==> src/rtl/snoop_pkg.sv <==
package snoop_pkg;

    localparam int ADDR_W   = 16;
    localparam int SW_IDX_W = 3;
    localparam int MODE_W   = 1 << SW_IDX_W;

    localparam logic [ADDR_W-1:0] TEXT_FIRST = 16'h0400;
    localparam logic [ADDR_W-1:0] TEXT_LAST  = 16'h07FF;
    localparam logic [7:0]        IO_PAGE    = 8'hC0;
    localparam logic [11:0]       SW_BLOCK   = 12'hC05;

    typedef enum logic [1:0] {
        HOST_EARLY = 2'd0,
        HOST_LATER = 2'd1,
        HOST_WIDE  = 2'd2,
        HOST_SPARE = 2'd3
    } host_e;

    typedef struct packed {
        logic                vld;
        logic [SW_IDX_W-1:0] idx;
        logic                val;
    } sw_upd_t;

endpackage

==> src/rtl/snoop_edge_sync.sv <==
module snoop_edge_sync #(
    parameter int SYNC_N = 2
) (
    input  logic clk_i,
    input  logic rst_ni,
    input  logic ph0_i,
    output logic fall_o
);
    typedef struct packed {
        logic [SYNC_N:0] sh;
    } st_t;

    st_t d, q;

    always_comb begin
        d    = q;
        d.sh = {q.sh[SYNC_N-1:0], ph0_i};
    end

    always_ff @(posedge clk_i or negedge rst_ni) begin
        if (!rst_ni) q <= '0;
        else         q <= d;
    end

    assign fall_o = q.sh[SYNC_N] & ~q.sh[SYNC_N-1];

    // a detected fall never lasts two clocks
    assert_fall_gap_R1: assert property (@(posedge clk_i) disable iff (!rst_ni)
        fall_o |=> !fall_o);

endmodule

==> src/rtl/snoop_capture.sv <==
module snoop_capture
    import snoop_pkg::*;
#(
    parameter int DATA_W      = 8,
    parameter int EARLY_DELAY = 3
) (
    input  logic              clk_i,
    input  logic              rst_ni,
    input  logic              fall_i,
    input  logic [1:0]        model_i,
    input  logic [ADDR_W-1:0] addr_i,
    input  logic [DATA_W-1:0] data_i,
    input  logic              rw_i,
    input  logic              aux_i,
    output logic              ev_vld_o,
    output logic [ADDR_W-1:0] ev_addr_o,
    output logic [DATA_W-1:0] ev_data_o,
    output logic              ev_aux_o,
    output logic              ev_text_o,
    output sw_upd_t           sw_o
);
    localparam int CNT_W = $clog2(EARLY_DELAY + 1);

    typedef struct packed {
        logic [ADDR_W-1:0] h_addr;
        logic              h_rw;
        logic              h_aux;
        logic              busy;
        logic [CNT_W-1:0]  cnt;
        logic              ev_vld;
        logic [ADDR_W-1:0] ev_addr;
        logic [DATA_W-1:0] ev_data;
        logic              ev_aux;
        logic              ev_text;
        sw_upd_t           ev_sw;
    } st_t;

    st_t d, q;
    logic              take;
    logic [ADDR_W-1:0] t_addr;
    logic              t_rw, t_aux;
    logic              hit_text, hit_io, hit_sw;

    always_comb begin
        d            = q;
        d.ev_vld     = 1'b0;
        d.ev_sw.vld  = 1'b0;
        take         = 1'b0;
        t_addr       = q.h_addr;
        t_rw         = q.h_rw;
        t_aux        = q.h_aux;
        if (fall_i) begin
            if (host_e'(model_i) == HOST_EARLY) begin
                d.h_addr = addr_i;
                d.h_rw   = rw_i;
                d.h_aux  = aux_i;
                d.busy   = 1'b1;
                d.cnt    = CNT_W'(EARLY_DELAY);
            end else begin
                take   = 1'b1;
                t_addr = addr_i;
                t_rw   = rw_i;
                t_aux  = aux_i;
            end
        end else if (q.busy) begin
            if (q.cnt == CNT_W'(1)) begin
                d.busy = 1'b0;
                d.cnt  = '0;
                take   = 1'b1;
            end else begin
                d.cnt = q.cnt - CNT_W'(1);
            end
        end
        hit_text = (t_addr >= TEXT_FIRST) && (t_addr <= TEXT_LAST);
        hit_io   = (t_addr[ADDR_W-1:8] == IO_PAGE);
        hit_sw   = (t_addr[ADDR_W-1:4] == SW_BLOCK);
        if (take && !t_rw && (hit_text || hit_io)) begin
            d.ev_vld     = 1'b1;
            d.ev_addr    = t_addr;
            d.ev_data    = data_i;
            d.ev_aux     = t_aux;
            d.ev_text    = hit_text;
            d.ev_sw.vld  = hit_sw;
            d.ev_sw.idx  = t_addr[SW_IDX_W:1];
            d.ev_sw.val  = t_addr[0];
        end
    end

    always_ff @(posedge clk_i or negedge rst_ni) begin
        if (!rst_ni) q <= '0;
        else         q <= d;
    end

    assign ev_vld_o  = q.ev_vld;
    assign ev_addr_o = q.ev_addr;
    assign ev_data_o = q.ev_data;
    assign ev_aux_o  = q.ev_aux;
    assign ev_text_o = q.ev_text;
    assign sw_o      = q.ev_sw;

    assert_one_pulse_R1: assert property (@(posedge clk_i) disable iff (!rst_ni)
        q.ev_vld |=> !q.ev_vld);

    assert_count_live_R3: assert property (@(posedge clk_i) disable iff (!rst_ni)
        q.busy |-> (q.cnt != '0));

    assert_hit_window_R4: assert property (@(posedge clk_i) disable iff (!rst_ni)
        q.ev_vld |-> ((q.ev_addr[ADDR_W-1:8] == IO_PAGE) ||
                      (q.ev_addr >= TEXT_FIRST && q.ev_addr <= TEXT_LAST)));

endmodule

==> src/rtl/snoop_mode_pipe.sv <==
module snoop_mode_pipe
    import snoop_pkg::*;
#(
    parameter int EARLY_LAG = 2,
    parameter int LATE_LAG  = 3
) (
    input  logic              clk_i,
    input  logic              rst_ni,
    input  logic              fall_i,
    input  logic [1:0]        model_i,
    input  sw_upd_t           sw_i,
    output logic [MODE_W-1:0] mode_o,
    output logic              upd_o
);
    localparam int PIPE_N = LATE_LAG - 1;
    localparam int TAP_E  = EARLY_LAG - 2;
    localparam int TAP_L  = LATE_LAG - 2;

    typedef struct packed {
        sw_upd_t                pend;
        sw_upd_t [PIPE_N-1:0]   pipe;
        logic    [MODE_W-1:0]   mode;
        logic                   upd;
    } st_t;

    st_t     d, q;
    sw_upd_t tap;

    always_comb begin
        d     = q;
        d.upd = 1'b0;
        tap   = (host_e'(model_i) == HOST_EARLY) ? q.pipe[TAP_E] : q.pipe[TAP_L];
        if (fall_i) begin
            if (tap.vld) begin
                d.mode[tap.idx] = tap.val;
                d.upd           = 1'b1;
            end
            d.pipe[0] = q.pend;
            for (int i = 1; i < PIPE_N; i++) begin
                d.pipe[i] = q.pipe[i-1];
            end
            d.pend.vld = 1'b0;
        end
        if (sw_i.vld) begin
            d.pend = sw_i;
        end
    end

    always_ff @(posedge clk_i or negedge rst_ni) begin
        if (!rst_ni) q <= '0;
        else         q <= d;
    end

    assign mode_o = q.mode;
    assign upd_o  = q.upd;

    // updates land only on a PH0 fall seen by the synchroniser
    assert_upd_on_fall_R7: assert property (@(posedge clk_i) disable iff (!rst_ni)
        q.upd |-> $past(fall_i));

    assert_mode_quiet_R7: assert property (@(posedge clk_i) disable iff (!rst_ni)
        !fall_i |=> $stable(q.mode));

endmodule

==> src/rtl/bus_snoop_capture.sv <==
module bus_snoop_capture
    import snoop_pkg::*;
#(
    parameter int DATA_W      = 8,
    parameter int EARLY_DELAY = 3,
    parameter int SYNC_N      = 2,
    parameter int EARLY_LAG   = 2,
    parameter int LATE_LAG    = 3
) (
    input  logic              clk_i,
    input  logic              rst_ni,
    input  logic [1:0]        model_i,
    input  logic              ph0_i,
    input  logic [15:0]       addr_i,
    input  logic [DATA_W-1:0] data_i,
    input  logic              rw_i,
    input  logic              aux_i,
    output logic              wr_valid_o,
    output logic [15:0]       wr_addr_o,
    output logic [DATA_W-1:0] wr_data_o,
    output logic              wr_aux_o,
    output logic              wr_text_o,
    output logic [7:0]        mode_o,
    output logic              mode_upd_o
);
    logic    fall;
    sw_upd_t sw;

    snoop_edge_sync #(.SYNC_N(SYNC_N)) u_sync (
        .clk_i  (clk_i),
        .rst_ni (rst_ni),
        .ph0_i  (ph0_i),
        .fall_o (fall)
    );

    snoop_capture #(.DATA_W(DATA_W), .EARLY_DELAY(EARLY_DELAY)) u_cap (
        .clk_i     (clk_i),
        .rst_ni    (rst_ni),
        .fall_i    (fall),
        .model_i   (model_i),
        .addr_i    (addr_i),
        .data_i    (data_i),
        .rw_i      (rw_i),
        .aux_i     (aux_i),
        .ev_vld_o  (wr_valid_o),
        .ev_addr_o (wr_addr_o),
        .ev_data_o (wr_data_o),
        .ev_aux_o  (wr_aux_o),
        .ev_text_o (wr_text_o),
        .sw_o      (sw)
    );

    snoop_mode_pipe #(.EARLY_LAG(EARLY_LAG), .LATE_LAG(LATE_LAG)) u_mode (
        .clk_i   (clk_i),
        .rst_ni  (rst_ni),
        .fall_i  (fall),
        .model_i (model_i),
        .sw_i    (sw),
        .mode_o  (mode_o),
        .upd_o   (mode_upd_o)
    );

    // a switch update always comes with a write event in the switch block
    assert_sw_with_event_R6: assert property (@(posedge clk_i) disable iff (!rst_ni)
        sw.vld |-> (wr_valid_o && wr_addr_o[15:4] == SW_BLOCK));

endmodule

==> config.mk <==
export PLATFORM = sky130hd
export DESIGN_NAME = bus_snoop_capture
export DESIGN_NICKNAME = d
export VERILOG_FILES = /design/src/rtl/snoop_pkg.sv /design/src/rtl/snoop_edge_sync.sv /design/src/rtl/snoop_capture.sv /design/src/rtl/snoop_mode_pipe.sv /design/src/rtl/bus_snoop_capture.sv
export SDC_FILE = /design/constraint.sdc
export NUM_CORES = 1
export LEC_CHECK = 0
export CAP_MARGIN = 20
export CORE_MARGIN = 8
export CORE_UTILIZATION = 45
export CTS_CLUSTER_DIAMETER = 100
export DETAILED_ROUTE_END_ITERATION = 8
export DONT_BUFFER_PORTS = 1
export PLACE_DENSITY = 0.65
export SKIP_CTS_REPAIR_TIMING = 1
export SLEW_MARGIN = 20
export SYNTH_ARGS = -nofsm -noshare
export SYNTH_HDL_FRONTEND = slang
export SYNTH_SLANG_ARGS = --single-unit
==> constraint.sdc <==
create_clock -name clk_i -period 4.8 [get_ports clk_i]
set_clock_uncertainty 0.1 [all_clocks]
set_input_delay 0.96 -clock clk_i [delete_from_list [all_inputs] [get_ports clk_i]]
set_output_delay 0.96 -clock clk_i [all_outputs]
set_load 0.005 [all_outputs]
-- After elaboration in Yosys (flattened, before gate mapping)
Index checks and enable logic that the tools add are counted.
- register bits: 80
- bits in latches: 0
- memory bits (writable): 0
- ROM bits: 0
- output and inout port bits: 36
- memories kept: 0
- $add $sub $neg: 1
- $mul: 0
- divide/modulo/power cells: 0
- order comparisons: 4
- equality and inequality tests: 4
- shift operators: 0
- multiplexer cells: 24
- bitwise logic cells: 2
- reductions and logical operators: 12
- operator list (operator ; number):
    two-way mux 16 bit ; 2
    two-way mux 32 bit ; 1
    >= comparator 16 x 11 -> 1 bit, second input constant ; 1
    less-or-equal comparator 16 x 11 -> 1 bit, second input constant ; 1
    two-way mux 1 bit ; 13
    == test 12 bit, second input constant ; 1
    two-way mux 5 bit ; 2
    two-way mux 3 bit ; 3
    bitwise mux 8 bit ; 1
    == test 8 bit, second input constant ; 1
    AND reduction 2 bit ; 3
    logical AND 1 bit ; 4
    less-than comparator 3 x 4 -> 1 bit, second input constant ; 1
    nonzero test 2 bit ; 2
    demux 1 bit (select 3 bit) ; 1
    >= comparator 3 x 1 -> 1 bit, second input constant ; 1
    == test 2 x 1 -> 1 bit, second input constant ; 1
    logical NOT 2 bit ; 1
    two-way mux 2 bit ; 1
    != test 2 x 1 -> 1 bit, second input constant ; 1
    subtractor 2 x 1 -> 2 bit, second input constant ; 1
    AND 1 bit ; 1
    logical NOT 1 bit ; 1
    logical OR 1 bit ; 1
    NOT 1 bit ; 1

-- Depth between registers and ports, before layout
- word-level depth: 8
- gate-level depth with buffers: 8
- gate-level depth less buffers: 7

-- Modules after synthesis
From an unflattened synthesis, not the netlist that was laid out.
- cell total of the unflattened synthesis: 288
- area, all modules: 3593.4 um^2
- modules (own cells, without submodules) (module ; instances ; cells each ; area an instance (um^2) ; sequential area each (um^2)):
    snoop_capture ; 1 ; 202 ; 2394.8 ; 1226.2
    snoop_mode_pipe ; 1 ; 82 ; 1109.8 ; 600.6
    snoop_edge_sync ; 1 ; 4 ; 88.8 ; 75.1

-- Worst setup path before layout
Ideal clock, no wire load.
- kind: input to register
- start: input model_i[1]
- end: register u_cap.q (netlist bit u_cap.ev_addr_o[0])
- arrival time: 2.408 ns
- data required time: 4.575 ns
- slack: 2.167 ns
- stages: 6
- buffers on the path: 1
- cells stage by stage: or2_4 -> and3_1 -> a221o_1 -> a21oi_4 -> buf_6 -> mux2_4
- longest elaborated chain between the ends: 7
- elaborated cells on any way between the ends: 15
- ends and longest elaborated chain (item ; RTL line ; RTL):
    start: declaration ; bus_snoop_capture.sv:12 ; input logic [1:0] model_i,
    logical NOT 2 bit (*) ; snoop_capture.sv:53 ; if (host_e'(model_i) == HOST_EARLY) begin
    two-way mux 16 bit ; snoop_capture.sv:53 ;
    two-way mux 16 bit ; snoop_capture.sv:52 ; if (fall_i) begin
    >= comparator 16 x 11 -> 1 bit / less-or-equal comparator 16 x 11 -> 1 bit (equally long branches) ; snoop_capture.sv:74 ; hit_text = (t_addr >= TEXT_FIRST) && (t_addr <= TEXT_LAST);
    logical AND 1 bit ; snoop_capture.sv:74 ;
    logical OR 1 bit ; snoop_capture.sv:77 ; if (take && !t_rw && (hit_text || hit_io)) begin
    logical AND 1 bit ; snoop_capture.sv:77 ;
    end signal: assignment ; snoop_capture.sv:90 ; if (!rst_ni) q <= '0;
    end signal: assignment ; snoop_capture.sv:91 ; else q <= d;
    end: declaration ; snoop_capture.sv:38 ; st_t d, q;
Every way passes the cells marked *; elsewhere a longest branch is shown, timed or not.
A chain may end at the register's enable or synchronous reset.

-- Worst setup path in the final report
- start: input model_i[1]
- end: register u_cap.q (netlist bit u_cap.ev_data_o[4])
- longest elaborated chain between the ends: 7
- elaborated cells on any way between the ends: 15
- ends and longest elaborated chain (item ; RTL line):
    logical NOT 2 bit (*) ; snoop_capture.sv:53
    two-way mux 16 bit ; snoop_capture.sv:53
    two-way mux 16 bit ; snoop_capture.sv:52
    >= comparator 16 x 11 -> 1 bit / less-or-equal comparator 16 x 11 -> 1 bit (equally long branches) ; snoop_capture.sv:74
    logical AND 1 bit ; snoop_capture.sv:74
    logical OR 1 bit ; snoop_capture.sv:77
    logical AND 1 bit (*) ; snoop_capture.sv:77
Marked as above.

==> reports/metrics.csv <==
stage,metric,value,unit
outcome,run status,finished clean,
worst_setup_path,Worst setup SP type,primary input,
sta,Fmax achieved,0.323,GHz
yosys,top-count cell post-synth,dfrtp_1,
yosys,synth top area cells,"dfrtp_1 (54%), mux2_2 (14%), buf_4 (6.9%), mux2_4 (4.3%), nand2_1 (3.6%)",
yosys,Post-synth EDFFs,0,
worst_setup_path,max incr delay on CP,0.72,ns
run,max_cap viols,0,
yosys,cell area after synthesis,3500,um^2
pwr,total power,1.55,mW
placed_design,Placer Congestion,0.778,
placed_design,PortBufs,0,
worst_setup_path,crit end category,register,
pwr,LEAKAGE,1.59,nW
sta,Max Slew Vio Count,0,
yosys,Post-synth top cells,"dfrtp_1 (76), mux2_2 (42), nand2_1 (34)",
layout,Final nets,285,
floorplan,core area,7650,um^2
floorplan,Chip Width,104,um
floorplan,Starting Density,45.8,%
worst_setup_path,worst path required time,4.93,ns
layout,antenna diode count,0,
pwr,Max rail drop VDD,0.229,mV
global_route,global-route usage over all layers,12.1,%
sta,crit share post-route,64.5,%
detailed_routing,Iter 0 DRT Violations,68,
yosys,post-synth top area share,54.3,%
detailed_routing,routed len/inst,17.5,um
yosys,Yosys warnings,0,
yosys,Yosys top cell by area,dfrtp_1,
worst_setup_path,worst-path cell chain,"or2_4, nand2_1, a221o_1, a21oi_4, mux2_2",
detailed_routing,DRC Markers,0,
global_route,initial antenna violation count,0,
layout,# fillers,690,
detailed_routing,via-per-instance ratio,5.19,
detailed_routing,via count,1869,
clocking,clock root cell,clkbuf_8,
sta,Slew @ Worst Pin,0.949,ns
yosys,Seq cells post-synth,76,
sta,"Hold Vio Cnt, Final",0,
yosys,Synthesized Nets,315,
detailed_routing,Routed WL,6.29,mm
pwr,Combinational Power Share,11.9,%
detailed_routing,Final ANT Viol Nets,0,
clocking,clk sink count,76,
yosys,cell count after synthesis,283,
pwr,net switching share of the total power,25.0,%
placed_design,DPL Wire Length,4.44,mm
detailed_routing,Pre-antenna DRT Iters,4,
global_route,vias in the first global route,1898,
global_route,first-pass GRT wire length,10.4,mm
clocking,worst-skew pair later-pin latency,0.35,ns
yosys,"Top FF cell, synth",dfrtp_1,
sta,Rel. slew slack,36.7,%
yosys,register area share after synthesis,54.3,%
sta,final setup fails,0,
pwr,sequential share of power,54.4,%
worst_setup_path,CP Max Fanout,23,
clocking,# H-tree levels,3,
sta,setup TNS,0,ns
pwr,clock share of power,33.7,%
worst_setup_path,"Arr. time, crit path",3.23,ns
placed_design,DP Cell Count,344,
layout,multi-input logic area,1280,um^2
global_route,largest net degree at the start of global routing,77,
worst_setup_path,critical path's top delay family,compound AO/OA/AOI/OAI gates,
sta,RSZ-0062 raised after global routing,no,
yosys,Mean Syn Cell Area,12.4,um^2
yosys,synth unique cells,39,
yosys,Post-synth ARST share,100,%
clocking,CTS tree,built,
layout,Synth-to-Final Area Change,1.25,%
worst_setup_path,critical path class,in2reg,
sta,Final min period,3.10,ns
floorplan,Die ar.,10900,um^2
layout,Finished Layout Cells,360,
pwr,Net Sw Power,388,uW
floorplan,Die Ht,104,um
layout,layout cells sized above 1,29.1,%
clocking,Clock Tree Buf Depth,2,
pwr,Pint,1.16,mW
global_route,Congestion Overflow GR,0,
floorplan,# rows,32,
clocking,TritonCTS Buffers,9,
layout,register area,1900,um^2
worst_hold_path,Hold Path Class,in2async,
clocking,clock slew at reported path FFs,0.08,ns
pwr,PD cells,438,nW/um^2
worst_setup_path,CP max-delay cell,a21oi_4,
worst_setup_path,"Buf+Inv Stages, Crit Path",0,
floorplan,I/O pin total,67,
[state kept, by name, indices dropped and copies added, names as in the netlist, 3 cells and up]
register and flops:
u_cap.ev_addr_o 14, u_cap.ev_data_o 8, u_cap.q 21, u_cap.sw_o 3, u_mode.mode_o 8, u_mode.q 15, u_sync.q 3
[routing by layer]
layer / GRT usage [%] / routed length, um / vias up
li1: - / - / 873
met1: 14.2 / 2670 / 951
met2: 18.6 / 3070 / 39
met3: 6.07 / 474 / 6
met4: 4.34 / 78 / 0
met5: 0 / 0 / -
[final timing paths]
check	start	end	slack, ns	cells past startpoint
setup / recovery	model_i[1]	u_cap.ev_data_o[4]	1.70	5
max in group asynchronous	rst_ni	u_mode.q[18]	4.27	0
setup reg to reg	u_sync.q[1]	u_cap.ev_data_o[4]	1.72	5
min in group clk_i	u_sync.q[0]	u_sync.q[1]	0.26	0
hold / removal	rst_ni	u_cap.ev_data_o[1]	0.20	0
hold reg to reg	u_sync.q[0]	u_sync.q[1]	0.26	0
[area by class of cell]
| cell class | instances | share of cell area, % |
|---|---|---|
| clock buffer | 10 | 3.60 |
| multi-input combinational | 161 | 36.1 |
| inverter | 5 | 0.530 |
| sequential | 76 | 53.7 |
| tap | 102 | 3.60 |
| clock inverter | 6 | 2.51 |
[cells in the final DEF (no fill, tap or decap), drive strengths merged, types with 2 or more instances in the layout]
cell	n
nor4	2
nor3	6
nor3b	5
bufinv	2
a21oi	4
or2	2
mux2	56
o21bai	2
clkinvlp	2
mux2i	4
nor2b	6
nand3	6
a21o	3
clkinv	2
clkbuf	10
nand2	34
o21ai	10
inv	5
nor2	9
a31oi	2
dfrtp	76
[through the flow]
step	setup WS [ns]	utilization, %	cell area [um^2]	hold WS [ns]
2_1_floorplan	2.17	-	3500	0.231
3_3_place_gp	1.34	43.5	3330	0.239
3_5_place_dp	1.27	43.5	3330	0.242
4_1_cts	1.65	46.3	3540	0.175
5_1_grt	1.52	46.3	3540	0.170
6_report	1.70	46.3	3540	0.199
[power by group through the flow]
stage	Combinational, mW	Sequential [mW]	Clock, mW
after floorplan	0.261	0.811	0
after global placement	0.179	0.858	0
after detailed placement	0.188	0.860	0
after CTS	0.187	0.849	0.545
after global routing	0.205	0.859	0.570
final	0.184	0.844	0.523
[kinds of logic (layout without fill, tap and decap cells)]
kind of cell | after synthesis | count (layout) | share of synthesized area (%)
DFF | 76 | 76 | 54.3
and+or+nand+nor | 74 | 74 | 10.7
muxes | 60 | 60 | 20.2
buffers and inverters | 46 | 21 | 9.12
AOI/OAI and AO/OA | 26 | 26 | 5.29
adders and majority gates | 1 | 1 | 0.357
(Power assumes the default switching activity.)
